<file path="config.mk">
export PLATFORM = sky130hd
export DESIGN_NAME = tp_packer
export DESIGN_NICKNAME = d
export VERILOG_FILES = /design/src/rtl/tp_pkg.sv /design/src/rtl/tp_wc_reg.sv /design/src/rtl/tp_addr_ctr.sv /design/src/rtl/tp_byte_pair.sv /design/src/rtl/tp_packer.sv
export SDC_FILE = /design/constraint.sdc
export NUM_CORES = 1
export LEC_CHECK = 0
export ABC_AREA = 1
export CORE_MARGIN = 4
export CORE_UTILIZATION = 50
export CTS_CLUSTER_DIAMETER = 40
export DETAILED_ROUTE_END_ITERATION = 6
export PLACE_DENSITY = 0.75
export RECOVER_POWER = 50
export SYNTH_ARGS = -nofsm -noshare
export SYNTH_HDL_FRONTEND = slang
export SYNTH_SLANG_ARGS = --single-unit
</file>
<file path="constraint.sdc">
create_clock -name clk -period 3.35 [get_ports clk]
set_clock_uncertainty 0.05 [all_clocks]
set_input_delay 0.5025 -clock clk [delete_from_list [all_inputs] [get_ports clk]]
set_output_delay 0.5025 -clock clk [all_outputs]
set_load 0.02 [all_outputs]
</file>
<file path="src/rtl/tp_pkg.sv">
package tp_pkg;
  typedef enum logic [2:0] {
    ST_IDLE  = 3'd0,
    ST_FILL  = 3'd1,
    ST_PUT   = 3'd2,
    ST_DRAIN = 3'd3,
    ST_FIN   = 3'd4
  } tp_state_e;
endpackage

</file>
<file path="src/rtl/tp_wc_reg.sv">
// Word-count register: negative-count load with sign duplication,
// capacity derivation and end-of-transfer accumulation.
module tp_wc_reg #(
  parameter int WC_W     = 16,
  parameter int CAP_BITS = 14,
  localparam int CNT_W   = CAP_BITS + 1
) (
  input  logic             clk,
  input  logic             rst_n,
  input  logic             load_en,
  input  logic [WC_W-1:0]  load_data,
  input  logic             add_en,
  input  logic [CNT_W-1:0] add_val,
  output logic [WC_W-1:0]  wc_q,
  output logic [CNT_W-1:0] capacity
);
  logic [WC_W-1:0] wc_d;

  always_comb begin
    wc_d = wc_q;
    if (load_en) begin
      wc_d = {load_data[WC_W-2], load_data[WC_W-2:0]};
    end else if (add_en) begin
      wc_d = wc_q + WC_W'(add_val);
    end
  end

  always_ff @(posedge clk or negedge rst_n) begin
    if (!rst_n) begin
      wc_q <= '0;
    end else if (load_en || add_en) begin
      wc_q <= wc_d;
    end
  end

  // 2^CAP_BITS minus the low field; a zero field yields the full size.
  assign capacity = (CNT_W'(1) << CAP_BITS) - {1'b0, wc_q[CAP_BITS-1:0]};
endmodule

</file>
<file path="src/rtl/tp_addr_ctr.sv">
// Memory-address register with host load and wrapping increment.
module tp_addr_ctr #(
  parameter int AW = 15
) (
  input  logic          clk,
  input  logic          rst_n,
  input  logic          load_en,
  input  logic [AW-1:0] load_data,
  input  logic          inc_en,
  output logic [AW-1:0] ma_q
);
  logic [AW-1:0] ma_d;

  always_comb begin
    ma_d = ma_q;
    if (load_en) begin
      ma_d = load_data;
    end else if (inc_en) begin
      ma_d = ma_q + AW'(1);
    end
  end

  always_ff @(posedge clk or negedge rst_n) begin
    if (!rst_n) begin
      ma_q <= '0;
    end else if (load_en || inc_en) begin
      ma_q <= ma_d;
    end
  end
endmodule

</file>
<file path="src/rtl/tp_byte_pair.sv">
// Assembles bytes into big-end-first words; a lone final byte gets a zero filler.
module tp_byte_pair #(
  parameter int BYTE_W = 8,
  localparam int WORD_W = 2 * BYTE_W
) (
  input  logic              clk,
  input  logic              rst_n,
  input  logic              clear,
  input  logic              take_en,
  input  logic              last_byte,
  input  logic [BYTE_W-1:0] byte_in,
  output logic              word_done,
  output logic [WORD_W-1:0] word_q
);
  logic              phase_q, phase_d;
  logic [BYTE_W-1:0] hi_q, hi_d;
  logic [WORD_W-1:0] word_d;

  assign word_done = take_en && (phase_q || last_byte);

  always_comb begin
    phase_d = phase_q;
    hi_d    = hi_q;
    word_d  = word_q;
    if (clear) begin
      phase_d = 1'b0;
    end else if (take_en) begin
      if (word_done) begin
        phase_d = 1'b0;
        word_d  = phase_q ? {hi_q, byte_in} : {byte_in, {BYTE_W{1'b0}}};
      end else begin
        phase_d = 1'b1;
        hi_d    = byte_in;
      end
    end
  end

  always_ff @(posedge clk or negedge rst_n) begin
    if (!rst_n) begin
      phase_q <= 1'b0;
      hi_q    <= '0;
      word_q  <= '0;
    end else if (clear || take_en) begin
      phase_q <= phase_d;
      hi_q    <= hi_d;
      word_q  <= word_d;
    end
  end
endmodule

</file>
<file path="src/rtl/tp_packer.sv">
// Tape record word packer: top level control.
module tp_packer
  import tp_pkg::*;
#(
  parameter int AW       = 15,
  parameter int WC_W     = 16,
  parameter int CAP_BITS = 14,
  parameter int LEN_W    = 17,
  parameter int BYTE_W   = 8
) (
  input  logic                clk,
  input  logic                rst_n,
  input  logic                wc_wr_en,
  input  logic [WC_W-1:0]     wc_wr_data,
  input  logic                ma_wr_en,
  input  logic [AW-1:0]       ma_wr_data,
  output logic [WC_W-1:0]     wc_value,
  output logic [AW-1:0]       ma_value,
  input  logic                start,
  input  logic [LEN_W-1:0]    rec_len,
  input  logic                byte_valid,
  input  logic [BYTE_W-1:0]   byte_data,
  output logic                byte_ready,
  output logic                mem_wr_valid,
  input  logic                mem_wr_ready,
  output logic [AW-1:0]       mem_addr,
  output logic [2*BYTE_W-1:0] mem_data,
  output logic                busy,
  output logic                done,
  output logic                flag_odd,
  output logic                flag_ovf,
  output logic                flag_eof
);
  localparam int CNT_W = CAP_BITS + 1;
  localparam int CMP_W = (LEN_W > CAP_BITS + 2) ? LEN_W + 1 : CAP_BITS + 3;

  tp_state_e        state_q, state_d;
  logic [LEN_W-1:0] left_b_q, left_b_d;
  logic [CNT_W-1:0] left_w_q, left_w_d;
  logic [CNT_W-1:0] xfer_q, xfer_d;
  logic             odd_q, odd_d, ovf_q, ovf_d, eof_q, eof_d;

  logic [CNT_W-1:0] capacity;
  logic [CMP_W-1:0] len_x, cap2_x, half_x;
  logic             too_long;
  logic [CNT_W-1:0] plan_words;

  logic             idle, wc_load, ma_load, wc_add, ma_inc;
  logic             pair_clear, pair_take, pair_last, word_done;
  logic             reg_en;

  assign idle    = (state_q == ST_IDLE);
  assign wc_load = wc_wr_en && idle;
  assign ma_load = ma_wr_en && idle;

  tp_wc_reg #(.WC_W(WC_W), .CAP_BITS(CAP_BITS)) u_wc (
    .clk(clk), .rst_n(rst_n),
    .load_en(wc_load), .load_data(wc_wr_data),
    .add_en(wc_add), .add_val(xfer_q),
    .wc_q(wc_value), .capacity(capacity)
  );

  tp_addr_ctr #(.AW(AW)) u_ma (
    .clk(clk), .rst_n(rst_n),
    .load_en(ma_load), .load_data(ma_wr_data),
    .inc_en(ma_inc), .ma_q(ma_value)
  );

  tp_byte_pair #(.BYTE_W(BYTE_W)) u_pair (
    .clk(clk), .rst_n(rst_n),
    .clear(pair_clear), .take_en(pair_take), .last_byte(pair_last),
    .byte_in(byte_data), .word_done(word_done), .word_q(mem_data)
  );

  // Transfer sizing: clip to the shorter of record and buffer.
  always_comb begin
    len_x      = CMP_W'(rec_len);
    cap2_x     = CMP_W'(capacity) << 1;
    half_x     = (len_x + CMP_W'(1)) >> 1;
    too_long   = (len_x > cap2_x);
    plan_words = too_long ? capacity : CNT_W'(half_x);
  end

  always_comb begin
    state_d    = state_q;
    left_b_d   = left_b_q;
    left_w_d   = left_w_q;
    xfer_d     = xfer_q;
    odd_d      = odd_q;
    ovf_d      = ovf_q;
    eof_d      = eof_q;
    byte_ready   = 1'b0;
    mem_wr_valid = 1'b0;
    pair_clear = 1'b0;
    pair_take  = 1'b0;
    pair_last  = (left_b_q == LEN_W'(1));
    ma_inc     = 1'b0;
    wc_add     = 1'b0;
    case (state_q)
      ST_IDLE: begin
        if (start) begin
          pair_clear = 1'b1;
          left_b_d   = rec_len;
          left_w_d   = plan_words;
          xfer_d     = plan_words;
          odd_d      = rec_len[0];
          ovf_d      = too_long;
          eof_d      = (rec_len == '0);
          state_d    = (rec_len == '0) ? ST_FIN : ST_FILL;
        end
      end
      ST_FILL: begin
        byte_ready = 1'b1;
        if (byte_valid) begin
          pair_take = 1'b1;
          left_b_d  = left_b_q - LEN_W'(1);
          if (word_done) state_d = ST_PUT;
        end
      end
      ST_PUT: begin
        mem_wr_valid = 1'b1;
        if (mem_wr_ready) begin
          ma_inc   = 1'b1;
          left_w_d = left_w_q - CNT_W'(1);
          if (left_w_q == CNT_W'(1)) begin
            state_d = (left_b_q != '0) ? ST_DRAIN : ST_FIN;
          end else begin
            state_d = ST_FILL;
          end
        end
      end
      ST_DRAIN: begin
        byte_ready = 1'b1;
        if (byte_valid) begin
          left_b_d = left_b_q - LEN_W'(1);
          if (left_b_q == LEN_W'(1)) state_d = ST_FIN;
        end
      end
      ST_FIN: begin
        wc_add  = 1'b1;
        state_d = ST_IDLE;
      end
      default: state_d = ST_IDLE;
    endcase
  end

  assign reg_en = (state_d != state_q) || byte_ready || mem_wr_valid;

  always_ff @(posedge clk or negedge rst_n) begin
    if (!rst_n) begin
      state_q  <= ST_IDLE;
      left_b_q <= '0;
      left_w_q <= '0;
      xfer_q   <= '0;
      odd_q    <= 1'b0;
      ovf_q    <= 1'b0;
      eof_q    <= 1'b0;
    end else if (reg_en) begin
      state_q  <= state_d;
      left_b_q <= left_b_d;
      left_w_q <= left_w_d;
      xfer_q   <= xfer_d;
      odd_q    <= odd_d;
      ovf_q    <= ovf_d;
      eof_q    <= eof_d;
    end
  end

  assign mem_addr = ma_value;
  assign busy     = !idle;
  assign done     = (state_q == ST_FIN);
  assign flag_odd = odd_q;
  assign flag_ovf = ovf_q;
  assign flag_eof = eof_q;
endmodule

</file>
Yosys cells after proc, flatten, opt, wreduce, memory -nomap -nowiden
Cells that the tools add are included.
Operators by class
  add/subtract/negate cells: 6
  magnitude comparators: 1
  eq/ne operators: 10
  multiplexer cells: 34
  bitwise logic cells: 2
  reduce and logical (&&, ||, !) cells: 27
Operators with widths (number)
  $mux W15: 5
  $mux W16: 3
  $mux W17: 2
  $pmux W17 S2: 1
  $pmux W15 S2: 1
  $mux W3: 9
  $eq A17 B1 Y1 const B: 1
  $gt A17 B16 Y1: 1
  $logic_not A17 Y1: 1
  $reduce_bool A17 Y1: 1
  $sub A17 B1 Y17 const B: 1
  $add A16 B1 Y16 const B: 1
  $add A16 B15 Y16: 1
  $reduce_and A4 Y1: 4
  $add A15 B1 Y15 const B: 1
  $eq A15 B1 Y1 const B: 1
  $sub A15 B1 Y15 const B: 1
  $sub A15 B14 Y15 const A: 1
  $mux W1: 12
  $pmux W3 S4: 1
  $reduce_bool A2 Y1: 5
  $eq A3 B2 Y1 const B: 2
  $logic_or A1 B1 Y1: 6
  $reduce_and A2 Y1: 3
  other kinds (11): 15
Storage, ports and cells
  flip-flop bits (word level): 109
  input port bits: 63
  output and inout bits: 69
  logic and storage cells: 92

Depth between registers and ports, before layout
  word-level depth: 10
  mapped depth: 20
  depth with buffers taken out: 19

Cells and area by module
A second synthesis with hierarchy kept.
Unflattened totals
  cell total of the unflattened synthesis: 1199
  area, all modules: 8419.3 um2
Modules (own cells, without submodules)
  tp_packer: instances 1, cells an instance 628, area an instance 4322.9 um2, sequential area each 1326.3 um2
  tp_wc_reg: instances 1, cells an instance 289, area an instance 1843.0 um2, sequential area each 400.4 um2
  tp_byte_pair: instances 1, cells an instance 154, area an instance 1262.5 um2, sequential area each 625.6 um2
  tp_addr_ctr: instances 1, cells an instance 128, area an instance 991.0 um2, sequential area each 375.4 um2

Least setup slack after synthesis
Ideal clock, no wire load.
  kind: reg-to-reg
  start: register u_wc.wc_q[1]
  end: register left_w_q[8]
  library setup time: 117 ps
  arrival: 2597 ps
  required time: 3183 ps
  setup slack: 586 ps
  stages on the path, launching flop included: 18
  path buffers: 1
  clock period less this slack: 2764 ps
  cells stage by stage: dfrtp_1 > inv_1 > ha_1 > nand3_1 > nor2_1 > xor2_1 > inv_1 > ha_1 > nand2_1 > nor3_1 > nand2_1 > nand2_1 > nand2_1 > buf_4 > nand2_1 > nand3_1 > nand2_1 > nand2_1
On the way
  cells in the longest elaborated chain, start to end: 5
RTL lines
  start, declared: line tp_wc_reg.sv:14  | output logic [WC_W-1:0] wc_q,
  start signal, assigned: line tp_wc_reg.sv:32  | wc_q <= wc_d;
  $sub A15 B14 Y15 *: line tp_wc_reg.sv:37  | assign capacity = (CNT_W'(1) << CAP_BITS) - {1'b0, wc_q[CAP_BITS-1:0]};
  $gt A17 B16 Y1: line tp_packer.sv:80  | too_long = (len_x > cap2_x);
  $mux W15 *: line tp_packer.sv:81  | plan_words = too_long ? capacity : CNT_W'(half_x);
  $mux W15 *: line tp_packer.sv:101  | if (start) begin
  $pmux W15 S2 *: line tp_packer.sv:99  | case (state_q)
  end signal, assigned: line tp_packer.sv:161  | left_w_q <= left_w_d;
  end, declared: line tp_packer.sv:39  | logic [CNT_W-1:0] left_w_q, left_w_d;
Mark *: on every way between the ends. The rest lies on a longest branch, timed or not. The select of a mux whose other input is x is not followed.
A chain may end at the register's enable or synchronous reset.

Final worst setup path
  start: register state_q[1]
  end: register u_wc.wc_q[14]
On the way
  cells in the longest elaborated chain, start to end: 4
  elaborated cells between the ends (all ways): 8
  those cells by class: eq/ne (1); mux (2); reduce/logical (5)
RTL lines
  start, declared: line tp_packer.sv:37  | tp_state_e state_q, state_d;
  start signal, assigned: line tp_packer.sv:159  | state_q <= state_d;
  $eq A3 B3 Y1 / $logic_not A3 Y1 (equally long branches): line tp_packer.sv:99, tp_packer.sv:52
  $mux W1 / $logic_and A1 B1 Y1 (equally long branches): line tp_packer.sv:99, tp_packer.sv:53
  $reduce_bool A2 Y1 (no line) / $logic_or A1 B1 Y1 (equally long branches)
  $reduce_and A2 Y1 (no line)
Several ways; a longest one is shown, not always the timed one.

==> flow_summary.ini <==
[drt]
ant_nets = 0
drt-wirelength-per-cell_um = 15.2
totalWireLength_mm = 23.2
drc_errors = 0
firstDrtPassIters = 5
route.vias.total = 8131
drt-initial-drc-count = 488
vias_per_cell = 5.33

[min_path]
min_from = u_pair.word_q[6]
min_to = u_pair.word_q[6]
hold_depth = 2
hold_class = reg2reg

[logic_synthesis]
synth_edf_count = 0
synth_cell_types = 46
synth_seq_cells = 109
ys_warn_count = 0
synth_seq_area_share_pct = 33.7
syn_area_sq_mm = 0.00810
avgSynthCellArea_sq_um = 6.79
postSynthCellCount = 1193
ys_async_sr_fraction_pct = 100
yosys_most_used_dff = dfrtp_1
syn-num-nets = 1296

[run]
maxCapViolCount = 1

[sta]
max_slew.worst_pin.slew_ns = 2.18
fin_ws_ns = 0.284
period_needed_ns = 3.07
rsz0062_at_grt = no
final.period_utilization_pct = 91.5
fmax_mhz = 326
slew_headroom_pct = -45.2
finalSetupViolCount = 0
hold_violations = 0
tns_ns = 0
maxSlewViolCount = 84

[global_routing]
grt_max_degree = 84
grt_pass1_wl_mm = 38.4
antenna_found_initial = 0
grt_overflow = 0
first_global_vias = 7985
grt_use_total_pct = 25.9

[setup_path]
crit_chain = nor2_1 > nand2_1 > nor2_1 > inv_1 > o21ai_0 > a21boi_0
cp-start-kind = flop
slowest_delay_ns = 0.95
crit_fanout = 14
crit_arrival_ns = 3.26
critPathKind = reg2reg
crit_buf_inv = 1
critPathMostFrequentCell = nor2_1
end_kind = flop
crit_family = simple AND/OR/NAND/NOR gates
cp.required_ns = 3.55
reg2reg_to = u_wc.wc_q[14]
reg2regPathDepth = 6
rr_startpoint = state_q[1]
r2r_slack_ns = 0.28
cp_slowest_cell = nor2_1

[floorplan]
fp.dieH_um = 135
initial_core_util_pct = 51.0
std_cell_rows = 46
fp.dieW_um = 135
fp.coreArea_sq_mm = 0.0159
boundaryPins = 132
dieArea_sq_mm = 0.0183

[clock_network]
clock_path_buffers = 2
cts_max_level = 3
cts_inserted_buffers = 9
clkTransAtPathRegs_ns = 0.09
clockRootBuffer = clkbuf_16
clock_sink_count = 109
cts_tree = built
clkLatencyLatePin_ns = 0.37

[placement]
place_hpwl_mm = 17.7
pre_cts_ws_ns = 0.190
post_dp_cell_area_sq_mm = 0.00951
place_congestion = 0.925
dp.cells = 1509
io_buffers = 130

[layout]
nets = 1407
fin_util_pct = 61.8
multiInputGateArea_sq_mm = 0.00455
diodes = 0
final_area_sq_mm = 0.00982
regArea_sq_mm = 0.00273
synthToLayoutAreaGrowth_pct = 21.2
fin_cells = 1525
layout-drive-gt1-share_pct = 4.28
fillCellCount = 1527

[pwr]
ir_worst_vdd_v = 0.000530
power.static_leakage_uw = 0.00496
cellPowerDensity_mw_per_mm2 = 969

[run_status]
violations = max-capacitance violations, max-slew violations
status = finished, violations left
==> worst register-to-register path, stage by stage (launching register included) <==
cell and delay (ns):
dfrtp_1 0.43, nor2_1 0.16, nand2_1 0.31, nor2_1 0.95, inv_1 0.55, o21ai_0 0.37, a21boi_0 0.13
==> placed cells by master (no fill, tap or decap), types with 33 or more instances in the layout <==
cell and instances:
a21oi_1 39, clkdlybuf4s50_1 105, dfrtp_1 109, ha_1 39, inv_1 144, nand2_1 354
nand3_1 94, nor2_1 119, o21ai_0 94, xor2_1 33
==> per-layer routing <==
| layer | global-route usage [%] | vias up | routed length, um |
|---|---|---|---|
| met4 | 7.95 | 0 | 563 |
| met2 | 43.8 | 239 | 10900 |
| met5 | 0 | - | 0 |
| met1 | 34.1 | 3772 | 10400 |
| met3 | 4.53 | 39 | 1310 |
| li1 | - | 4081 | - |
==> power breakdown <==
part | leakage, uW | switching [uW] | internal, uW | total [uW]
Combinational | 0.00348 | 3550 | 2200 | 5750
Clock | 0.000158 | 621 | 556 | 1180
Sequential | 0.00132 | 644 | 1940 | 2590
Total | 0.00496 | 4820 | 4700 | 9510
==> logic make-up (layout without fill, tap and decap cells) <==
| group | Yosys count | in the layout | share of synthesized area, % |
|---|---|---|---|
| AOI/OAI and AO/OA | 184 | 184 | 12.9 |
| xor gates and xnor gates | 39 | 39 | 4.22 |
| adders and majority gates | 40 | 40 | 6.27 |
| buffers and inverters | 194 | 310 | 10.1 |
| DFF | 109 | 109 | 33.7 |
| and+or+nand+nor | 627 | 627 | 32.8 |
==> cells in the mapped netlist (16+ instances only) <==
cell type | count | share of area [%]
ha_1 | 39 | 6.0
xor2_1 | 33 | 3.6
nand2_1 | 354 | 16
buf_4 | 16 | 1.5
nand4_1 | 17 | 1.3
inv_1 | 143 | 6.6
a21oi_1 | 39 | 2.4
dfrtp_1 | 109 | 34
o21ai_0 | 94 | 5.8
a31oi_1 | 17 | 1.3
nand3_1 | 94 | 5.8
nor2_1 | 117 | 5.4
==> flip-flops by register name, indices dropped and copies added (netlist names) <==
register and flops:
flag_odd 1, u_wc.wc_q 16, u_pair.hi_q 8, u_ma.ma_q 15, u_pair.phase_q 1, left_w_q 15, left_b_q 17, flag_eof 1
u_pair.word_q 16, xfer_q 15, flag_ovf 1, state_q 3
==> worst max path at each step <==
stage,endpoint,slack (ns),start,cells after the start
final,u_wc.wc_q[14],0.28,state_q[1],6
after global routing,left_w_q[2],0.04,u_wc.wc_q[1],16
after CTS,left_w_q[1],0.17,u_wc.wc_q[1],17
after detailed placement,left_w_q[1],0.19,u_wc.wc_q[1],17
after global placement,left_w_q[2],0.27,u_wc.wc_q[1],17
after floorplan,left_w_q[8],0.59,u_wc.wc_q[1],17
==> what timing repair did <==
item                                    CTS  global route
hold buffers                              0             0
gates resized for setup                   0             2
endpoints found under the setup margin    0            30
buffers inserted                          0             0
==> through the flow <==
| stage | power, uW | hold WS [ns] |
|---|---|---|
| 4_1_cts | 9610 | 0.344 |
| 3_5_place_dp | 8390 | 0.423 |
| 3_3_place_gp | 8260 | 0.416 |
| 5_1_grt | 10400 | 0.467 |
| 6_report | 9510 | 0.443 |
| 2_1_floorplan | 6560 | 0.157 |
==> cell type report <==
type                            instances  share of cell area [%]
Sequential cell                       109                    27.8
Timing Repair Buffer                  143                    14.0
Inverter                              151                    5.77
Multi-Input combinational cell        890                    46.3
Clock inverter                          7                    1.06
Clock buffer                            9                    2.29
Tap cell                              216                    2.75
No activity file was read; power rests on OpenSTA's default activity.
